$ cat src/rtl/mlp_neuron_unit.sv
module mlp_neuron_unit #(
  parameter int N_IN = 6,
  parameter int DW   = 16,
  parameter int FRAC = 8,
  parameter int PIPE = 4
) (
  input  logic                        clk,
  input  logic                        rst_n,
  input  logic                        wt_we,
  input  logic [$clog2(N_IN)-1:0]     wt_sel,
  input  logic signed [DW-1:0]        wt_val,
  input  logic                        in_valid,
  input  logic [N_IN*DW-1:0]          in_vec,
  output logic                        in_ack,
  output logic                        out_valid,
  input  logic                        out_ready,
  output logic signed [DW-1:0]        out_data
);
  localparam int IW = $clog2(N_IN);
  localparam int CW = IW + 1;
  localparam logic signed [DW-1:0] ONE     = DW'(1 << FRAC);
  localparam logic signed [DW-1:0] SAT_T   = DW'(5 << FRAC);
  localparam logic signed [DW-1:0] MID_T   = DW'(19 << (FRAC-3));
  localparam logic signed [DW-1:0] OFS_HI  = DW'(27 << (FRAC-5));
  localparam logic signed [DW-1:0] OFS_MID = DW'(5 << (FRAC-3));
  localparam logic signed [DW-1:0] OFS_LO  = DW'(1 << (FRAC-1));
  localparam logic signed [DW-1:0] SLP_HI  = DW'(1 << (FRAC-5));
  localparam logic signed [DW-1:0] SLP_MID = DW'(1 << (FRAC-3));
  localparam logic signed [DW-1:0] SLP_LO  = DW'(1 << (FRAC-2));

  typedef enum logic [2:0] {S_IDLE, S_ISSUE, S_ACC, S_SLOPE, S_OFS, S_INV, S_FIN, S_DONE} st_t;
  st_t st;

  logic signed [DW-1:0] wq [N_IN];
  logic signed [DW-1:0] xq [N_IN];
  logic [IW-1:0] cnt;
  logic [CW-1:0] nsum;
  logic signed [DW-1:0] mp [PIPE];
  logic signed [DW-1:0] ap [PIPE];
  logic [PIPE-1:0] mv, av;
  logic mul_iv, add_iv;
  logic signed [DW-1:0] mul_a, mul_b, add_a, add_b;
  logic signed [2*DW-1:0] mul_full;
  logic signed [DW-1:0] ph, sh, xs, ofs_q, res_q, mag, slp_c, ofs_c;
  logic ph_v, sh_v, neg_q;

  wire signed [DW-1:0] mul_o = mp[PIPE-1];
  wire signed [DW-1:0] add_o = ap[PIPE-1];
  wire mul_v = mv[PIPE-1];
  wire add_v = av[PIPE-1];
  wire accum    = (st == S_ISSUE) || (st == S_ACC);
  wire p_in     = accum && mul_v;
  wire last_sum = accum && add_v && (nsum == CW'(N_IN-2));
  wire s_in     = accum && add_v && !last_sum;
  wire pair_p   = p_in && ph_v;
  wire pair_s   = s_in && sh_v && !pair_p;
  wire mneg     = xs[DW-1];

  assign in_ack    = (st == S_IDLE) && in_valid;
  assign out_valid = (st == S_DONE);
  assign out_data  = res_q;
  assign mul_full  = mul_a * mul_b;
  assign mag       = mneg ? -xs : xs;

  always_comb begin
    if ($unsigned(mag) >= $unsigned(SAT_T))      begin slp_c = '0;      ofs_c = ONE;     end
    else if ($unsigned(mag) >= $unsigned(MID_T)) begin slp_c = SLP_HI;  ofs_c = OFS_HI;  end
    else if ($unsigned(mag) >= $unsigned(ONE))   begin slp_c = SLP_MID; ofs_c = OFS_MID; end
    else                                         begin slp_c = SLP_LO;  ofs_c = OFS_LO;  end
  end

  always_comb begin
    mul_iv = 1'b0; mul_a = '0; mul_b = '0;
    add_iv = 1'b0; add_a = '0; add_b = '0;
    if (pair_p) begin
      add_iv = 1'b1; add_a = ph; add_b = mul_o;
    end else if (pair_s) begin
      add_iv = 1'b1; add_a = sh; add_b = add_o;
    end
    case (st)
      S_ISSUE: begin mul_iv = 1'b1; mul_a = xq[cnt]; mul_b = wq[cnt]; end
      S_SLOPE: begin mul_iv = 1'b1; mul_a = mag; mul_b = slp_c; end
      S_OFS:   if (mul_v) begin add_iv = 1'b1; add_a = mul_o; add_b = ofs_q; end
      S_INV:   if (add_v) begin
                 add_iv = 1'b1;
                 add_a  = neg_q ? ONE : add_o;
                 add_b  = neg_q ? -add_o : '0;
               end
      default: ;
    endcase
  end

  always_ff @(posedge clk or negedge rst_n) begin
    if (!rst_n) begin
      mv <= '0; av <= '0;
      for (int i = 0; i < PIPE; i++) begin mp[i] <= '0; ap[i] <= '0; end
    end else begin
      mv[0] <= mul_iv; mp[0] <= mul_full[DW+FRAC-1:FRAC];
      av[0] <= add_iv; ap[0] <= add_a + add_b;
      for (int i = 1; i < PIPE; i++) begin
        mv[i] <= mv[i-1]; mp[i] <= mp[i-1];
        av[i] <= av[i-1]; ap[i] <= ap[i-1];
      end
    end
  end

  always_ff @(posedge clk or negedge rst_n) begin
    if (!rst_n) for (int k = 0; k < N_IN; k++) wq[k] <= '0;
    else if (wt_we && (int'(wt_sel) < N_IN)) wq[wt_sel] <= wt_val;
  end

  always_ff @(posedge clk or negedge rst_n) begin
    if (!rst_n) begin
      st <= S_IDLE; cnt <= '0; nsum <= '0;
      ph <= '0; sh <= '0; ph_v <= 1'b0; sh_v <= 1'b0;
      xs <= '0; ofs_q <= '0; neg_q <= 1'b0; res_q <= '0;
      for (int k = 0; k < N_IN; k++) xq[k] <= '0;
    end else begin
      if (p_in) begin
        if (ph_v) ph_v <= 1'b0;
        else begin ph <= mul_o; ph_v <= 1'b1; end
      end
      if (s_in) begin
        if (pair_s) sh_v <= 1'b0;
        else if (!sh_v) begin sh <= add_o; sh_v <= 1'b1; end
      end
      if (accum && add_v) nsum <= nsum + 1'b1;
      case (st)
        S_IDLE: if (in_valid) begin
          for (int k = 0; k < N_IN; k++) xq[k] <= in_vec[k*DW +: DW];
          cnt <= '0; nsum <= '0; ph_v <= 1'b0; sh_v <= 1'b0;
          st <= S_ISSUE;
        end
        S_ISSUE: begin
          cnt <= cnt + 1'b1;
          if (cnt == IW'(N_IN-1)) st <= S_ACC;
        end
        S_ACC:   if (last_sum) begin xs <= add_o; st <= S_SLOPE; end
        S_SLOPE: begin neg_q <= mneg; ofs_q <= ofs_c; st <= S_OFS; end
        S_OFS:   if (mul_v) st <= S_INV;
        S_INV:   if (add_v) st <= S_FIN;
        S_FIN:   if (add_v) begin res_q <= add_o; st <= S_DONE; end
        S_DONE:  if (out_ready) st <= S_IDLE;
        default: st <= S_IDLE;
      endcase
    end
  end
endmodule

$ cat config.mk
export PLATFORM = sky130hd
export DESIGN_NAME = mlp_neuron_unit
export DESIGN_NICKNAME = d
export VERILOG_FILES = /design/src/rtl/mlp_neuron_unit.sv
export SDC_FILE = /design/constraint.sdc
export NUM_CORES = 1
export LEC_CHECK = 0
export BUFFER_PORTS_ARGS = -buffer_cell sky130_fd_sc_hd__buf_2
export CAP_MARGIN = 40
export CORE_MARGIN = 2
export CORE_UTILIZATION = 55
export CTS_BUF_LIST = sky130_fd_sc_hd__clkbuf_16
export DETAILED_ROUTE_END_ITERATION = 12
export GPL_ROUTABILITY_DRIVEN = 1
export PLACE_DENSITY = 0.69
export SYNTH_ARGS = -nofsm -noshare
export SYNTH_HDL_FRONTEND = slang
export SYNTH_SLANG_ARGS = --single-unit
$ cat constraint.sdc
create_clock -name clk -period 18.76 [get_ports clk]
set_input_delay 0.938 -clock clk [delete_from_list [all_inputs] [get_ports clk]]
set_output_delay 0.938 -clock clk [all_outputs]
set_load 0.02 [all_outputs]
==> results of run 1 <==
==> metrics by stage <==
step	worst slack [ns]	cell area (um^2)	power [uW]
after global routing	9.47	28000	2000
after detailed placement	9.97	26500	1070
after floorplan	10.64	25000	1020
final	10.05	28000	1930
after CTS	10.0	28000	1950
after global placement	10.02	26300	1060
==> worst max-delay path, delay by kind of cell (launching register included) <==
kind | cells | cell delay, ns
adders and majority gates | 7 | 3.47
and+or+nand+nor | 8 | 2.00
AOI/OAI and AO/OA | 9 | 1.94
xor gates and xnor gates | 2 | 0.48
DFF | 1 | 0.44
buffers and inverters | 6 | 0.31
==> kinds of logic after synthesis <==
kind of cell,share of synthesized area
adder cells (fa/ha/maj),0.196
AND/OR/NAND/NOR,0.0904
buffers and inverters,0.0576
XOR/XNOR,0.0261
multiplexers,0.156
flip-flops,0.409
AO/OA/AOI/OAI,0.0651
==> final timing paths <==
path / slack [ns] / end / startpoint
max: 10.05 / mp[61] / xs[5]
min: 0.34 / mp[38] / mp[54]
max reg2reg: 10.05 / mp[61] / xs[5]
min reg2reg: 0.34 / mp[38] / mp[54]
max in group asynchronous: 16.54 / wq[90] / rst_n
min in group asynchronous: 0.41 / xq[22] / rst_n
==> layout make-up <==
cell class	instances	area share
repair buffers	181	0.0414
diodes	1	0.0000893
clock inverters	38	0.0130
clock buffers	45	0.0402
multi-input cells	1380	0.479
well taps	600	0.0268
inverters	255	0.0342
flip-flops and latches	409	0.365
==> placed cells by master, fill, tap and decap left out, types with 41 or more instances in the layout <==
cell,netlist,routed
xnor2_1,44,44
fa_1,187,187
mux2_2,262,262
buf_2,7,136
o21ai_0,49,49
a22oi_1,50,50
nand2_1,121,121
a21oi_1,41,41
nor2_1,185,183
clkbuf_16,0,45
ha_1,93,93
dfrtp_1,409,407
inv_1,254,259
==> flip-flops by register name (all words and copies together), names as in the netlist, 16 cells and up <==
name and cells:
add_o 16, xs 16, xq 96, mul_o 16
sh 16, ap 48, mp 48, ph 16
wq 96, out_data 16
==> per-layer routing <==
layer	global-route usage	vias up
met4	0.0929	2
met2	0.457	493
li1	-	7409
met3	0.0407	142
met5	0	-
met1	0.343	8578
==> power by group <==
group	total [uW]	internal (uW)	leakage [uW]	switching, uW
Clock	873	502	0.000734	372
Sequential	951	928	0.00548	23.1
Combinational	104	59.6	0.00686	44.0
Total	1930	1490	0.0131	439
==> flow_summary.ini, run 1 <==
[global_routing]
grt_util_all_layers = 0.265
overflow = 0
grt_max_degree = 127
grt_pass1_vias = 18100
grt_pass1_wl_um = 97600
antenna_found_initial = 2

[sta]
finalHoldViolations = 0
setup_tns_ns = 0
holdWs_ns = 0.345
finalMaxSlewViolations = 0
fin_crit_sh = 0.464
tightest_slew_ns = 0.960
setup_viol = 0
fin_worst_skew_ns = 0.0219
fmax_ghz = 0.115
rsz0062_at_grt = no
min_period_ns = 8.71
slew_headroom = 0.360

[worst_setup_path]
crit_path_max_fanout = 9
worstSetupStartpointType = flop
worstSetupPathType = reg2reg
critPathRequiredTime_ns = 19.27
worstPathArrival_ns = 9.22
cpMaxStageDelayCell = nor4_4
cp-end-kind = flop
critPathMaxStageDelay_ns = 0.58
reg2reg_depth = 32

[routing]
drtIter0Drc = 1379
wl_um = 59500
dr_wl_met3_um = 3010
drtPass1Iterations = 6
routed-wl-met2_um = 29700
met1Wirelength_um = 24800
drtAntennaViolNets = 0
drc = 0
top_layer_used = met5
wire_per_inst_um = 20.5
viasPerCell = 5.71
num_vias = 16600

[clock_network]
clkLatencyLatePin_ns = 0.59
cts_resized = 0
cts_buffer_depth = 3
cts_hold_buf = 0
cts_tree = yes
cts_root_buffer = clkbuf_16
cts_sinks = 409
post_cts.repair.setup_buffers = 0
cts.clk_slew.worst_paths_ns = 0.06
numCtsBuffers = 45
cts_max_level = 2

[synth]
synth-async-reset-ratio = 1.00
syn_nets = 2557
ys_seq_area_frac = 0.409
syn_area_per_cell_um2 = 11.6
syn_area_um2 = 25000
synth_edf_count = 0
ys_seq_elements = 409
yosys_warnings = 0
synthFlopType = dfrtp_1
synth.most_common_cell = dfrtp_1
synth.distinct_cells = 84
synthTopCellsByArea = dfrtp_1 41%, fa_1 15%, mux2_2 12%, ha_1 4.6%, inv_1 3.8%
yosysTopAreaCellShare = 0.409
postSynthCellCount = 2157
synth_area_leader_cell = dfrtp_1
synth_common_cells = 409 x dfrtp_1, 262 x mux2_2, 254 x inv_1

[layout]
final_util = 0.620
fill_cells = 3562
area_delta_synth_final_pct = 11.9
drive_gt1_frac = 0.260
fin_cells = 2909
multiInputGateArea_um2 = 13400
final-seq-area_um2 = 10200
fin_nets = 2672

[placement]
placed_cells = 2825
place.detailed.hpwl_um = 43900
gp_congestion = 0.921
port_buffers = 137

[floorplan]
dieArea_um2 = 47200
start_util = 0.554
die_h_um = 217
rows = 78
coreArea_um2 = 45200
ios = 138
dieWidth_um = 217

[power_and_ir_drop]
power_density_nw_per_um2 = 68.8
ir_drop_uv = 82.0
p_leak_uw = 0.0131

[hold_path]
min_delay_path_depth = 0
hold_class = reg2reg

[run_status]
outcome = complete, no violations

[run]
maxCapViolations = 0
(Power assumes the default switching activity.)
==> run 2, diff against run 1 <==
Settings changed: ABC_AREA set to 1.
Clock period 18.76 ns to 8.55 ns, I/O delays scaled along.
==> flow_summary.ini, run 2 <==
[power_and_ir_drop]
power_frac_seq = 0.490
p_leak_uw = 0.0141
comb_power_share = 0.049
switching_share = 0.232
ir_drop_uv = 173
p_int_uw = 3290
switchingPower_uw = 997
power_frac_clock = 0.461
power_density_nw_per_um2 = 152

[synth]
ys_seq_area_frac = 0.402
syn_area_per_cell_um2 = 8.57
syn_nets = 3370
yosysTopAreaCellShare = 0.402
synth-async-reset-ratio = 1.00
synthTopCellsByArea = dfrtp_1 40%, fa_1 15%, nand2_1 12%, inv_1 5.7%, o21ai_0 5.1%
synth.most_common_cell = nand2_1
syn_area_um2 = 25500
yosys_warnings = 0
synth.distinct_cells = 54
synth_edf_count = 0
postSynthCellCount = 2970
synth_common_cells = 824 x nand2_1, 409 x dfrtp_1, 388 x inv_1
synth_area_leader_cell = dfrtp_1
synthFlopType = dfrtp_1
ys_seq_elements = 409

[clock_network]
cts_sinks = 409
cts.clk_slew.worst_paths_ns = 0.06
cts_max_level = 2
cts_buffer_depth = 3
numCtsBuffers = 43
cts_resized = 0
cts_tree = yes
cts_hold_buf = 1
post_cts.repair.setup_buffers = 0
cts_root_buffer = clkbuf_16
clkLatencyLatePin_ns = 0.60

[worst_setup_path]
worstSetupPathType = reg2reg
crit_path_max_fanout = 31
critPathMaxStageDelay_ns = 0.69
cp-end-kind = flop
worstPathArrival_ns = 8.06
worstSetupStartpointType = flop
r2r_slack_ns = 0.97
crit_top_cell = nand2_1
critPathRequiredTime_ns = 9.03
cpMaxStageDelayCell = fa_1

[placement]
placed_cells = 3623
port_buffers = 137
gp_congestion = 0.954
place.detailed.hpwl_um = 50400

[global_routing]
grt_pass1_wl_um = 112000
grt_max_degree = 188
grt_pass1_vias = 20800
overflow = 0
antenna_found_initial = 0
grt_util_all_layers = 0.299

[sta]
min_period_ns = 7.58
setup_viol = 0
rsz0062_at_grt = no
setup_tns_ns = 0
slew_headroom = 0.274
finalMaxSlewViolations = 0
finalHoldViolations = 0
fmax_ghz = 0.132
fin_crit_sh = 0.886
tightest_slew_ns = 1.09
fin_worst_skew_ns = 0.0181

[floorplan]
die_h_um = 219
rows = 78
ios = 138
dieWidth_um = 219
start_util = 0.559
dieArea_um2 = 48000
coreArea_um2 = 45600

[routing]
drtIter0Drc = 1847
num_vias = 20500
drc = 0
drtPass1Iterations = 5
viasPerCell = 5.54
wl_um = 68700
wire_per_inst_um = 18.6
drtAntennaViolNets = 0

[layout]
fin_cells = 3702
multiInputGateArea_um2 = 13100
fill_cells = 3942
drive_gt1_frac = 0.101
fin_nets = 3469
diodes = 0
mostFrequentLayoutCells = 824 x nand2_1, 408 x dfrtp_1, 399 x inv_1
layout_commonest_cell = nand2_1
final-seq-area_um2 = 10200
final_util = 0.620
area_delta_synth_final_pct = 11.1
reg.largest.list = wq x96, xq x96

[run]
maxCapViolations = 0

[run_status]
outcome = complete, no violations

[hold_path]
hold_class = in2reg
-- run 2: final cells by class --
type,instances,area share
clock inverter,35,0.0146
clock buffer,43,0.0381
multi-input combinational,2033,0.463
sequential,409,0.362
inverter,413,0.0550
tap,600,0.0265
timing repair buffer,169,0.0406
-- run 2: worst paths after layout --
path / start / end / cells past startpoint
worst max-delay path: cnt[1] / mp[63] / 32
worst min-delay path: in_vec[59] / xq[43] / 3
worst max register to register: cnt[1] / mp[63] / 32
worst min register to register: ap[32] / ap[16] / 0
max in group asynchronous: rst_n / mp[44] / 5
min in group asynchronous: rst_n / xq[68] / 2
-- run 2: power groups by stage --
stage               registers (uW)  clock network (uW)  logic (uW)
finish                        2100                1980         211
global route                  2120                2080         247
CTS                           2100                2010         215
detailed placement            2140                   0         213
global placement              2130                   0         199
floorplan                     2120                   0         112
-- run 2: critical path: cells and delay by family, from the launching register on --
kind	cells	cell delay, ns
and+or+nand+nor	14	1.97
adders and majority gates	7	3.56
buffers and inverters	11	1.57
DFF	1	0.38
-- run 2: cells by family (layout without fill, tap and decap cells) --
group,after synthesis,in the layout,share of synthesized area
adder cells (fa/ha/maj),280,280,0.193
AO/OA/AOI/OAI,500,500,0.113
AND/OR/NAND/NOR,1191,1191,0.186
buffers and inverters,528,660,0.0838
multiplexers,12,12,0.00531
XOR/XNOR,50,50,0.0172
flip-flops,409,409,0.402
-- run 2: metrics by stage --
step           setup WS (ns)  cell area [um^2]  hold WS (ns)  power [uW]
5_1_grt                0.492             28300        0.0489        4450
3_5_place_dp            1.04             26800         0.335        2350
6_report               0.971             28300        0.0428        4290
3_3_place_gp            1.05             26500         0.332        2330
2_1_floorplan           2.08             25500         0.132        2230
4_1_cts                 1.01             28300        0.0210        4330
-- run 2: per-layer routing --
layer  wire (um)  vias up  GRT usage
li1            -     9499          -
met1       29600    10200      0.410
met2       32400      698      0.489
met3        4050      158     0.0374
met4        2620        0      0.117
met5           0        -          0
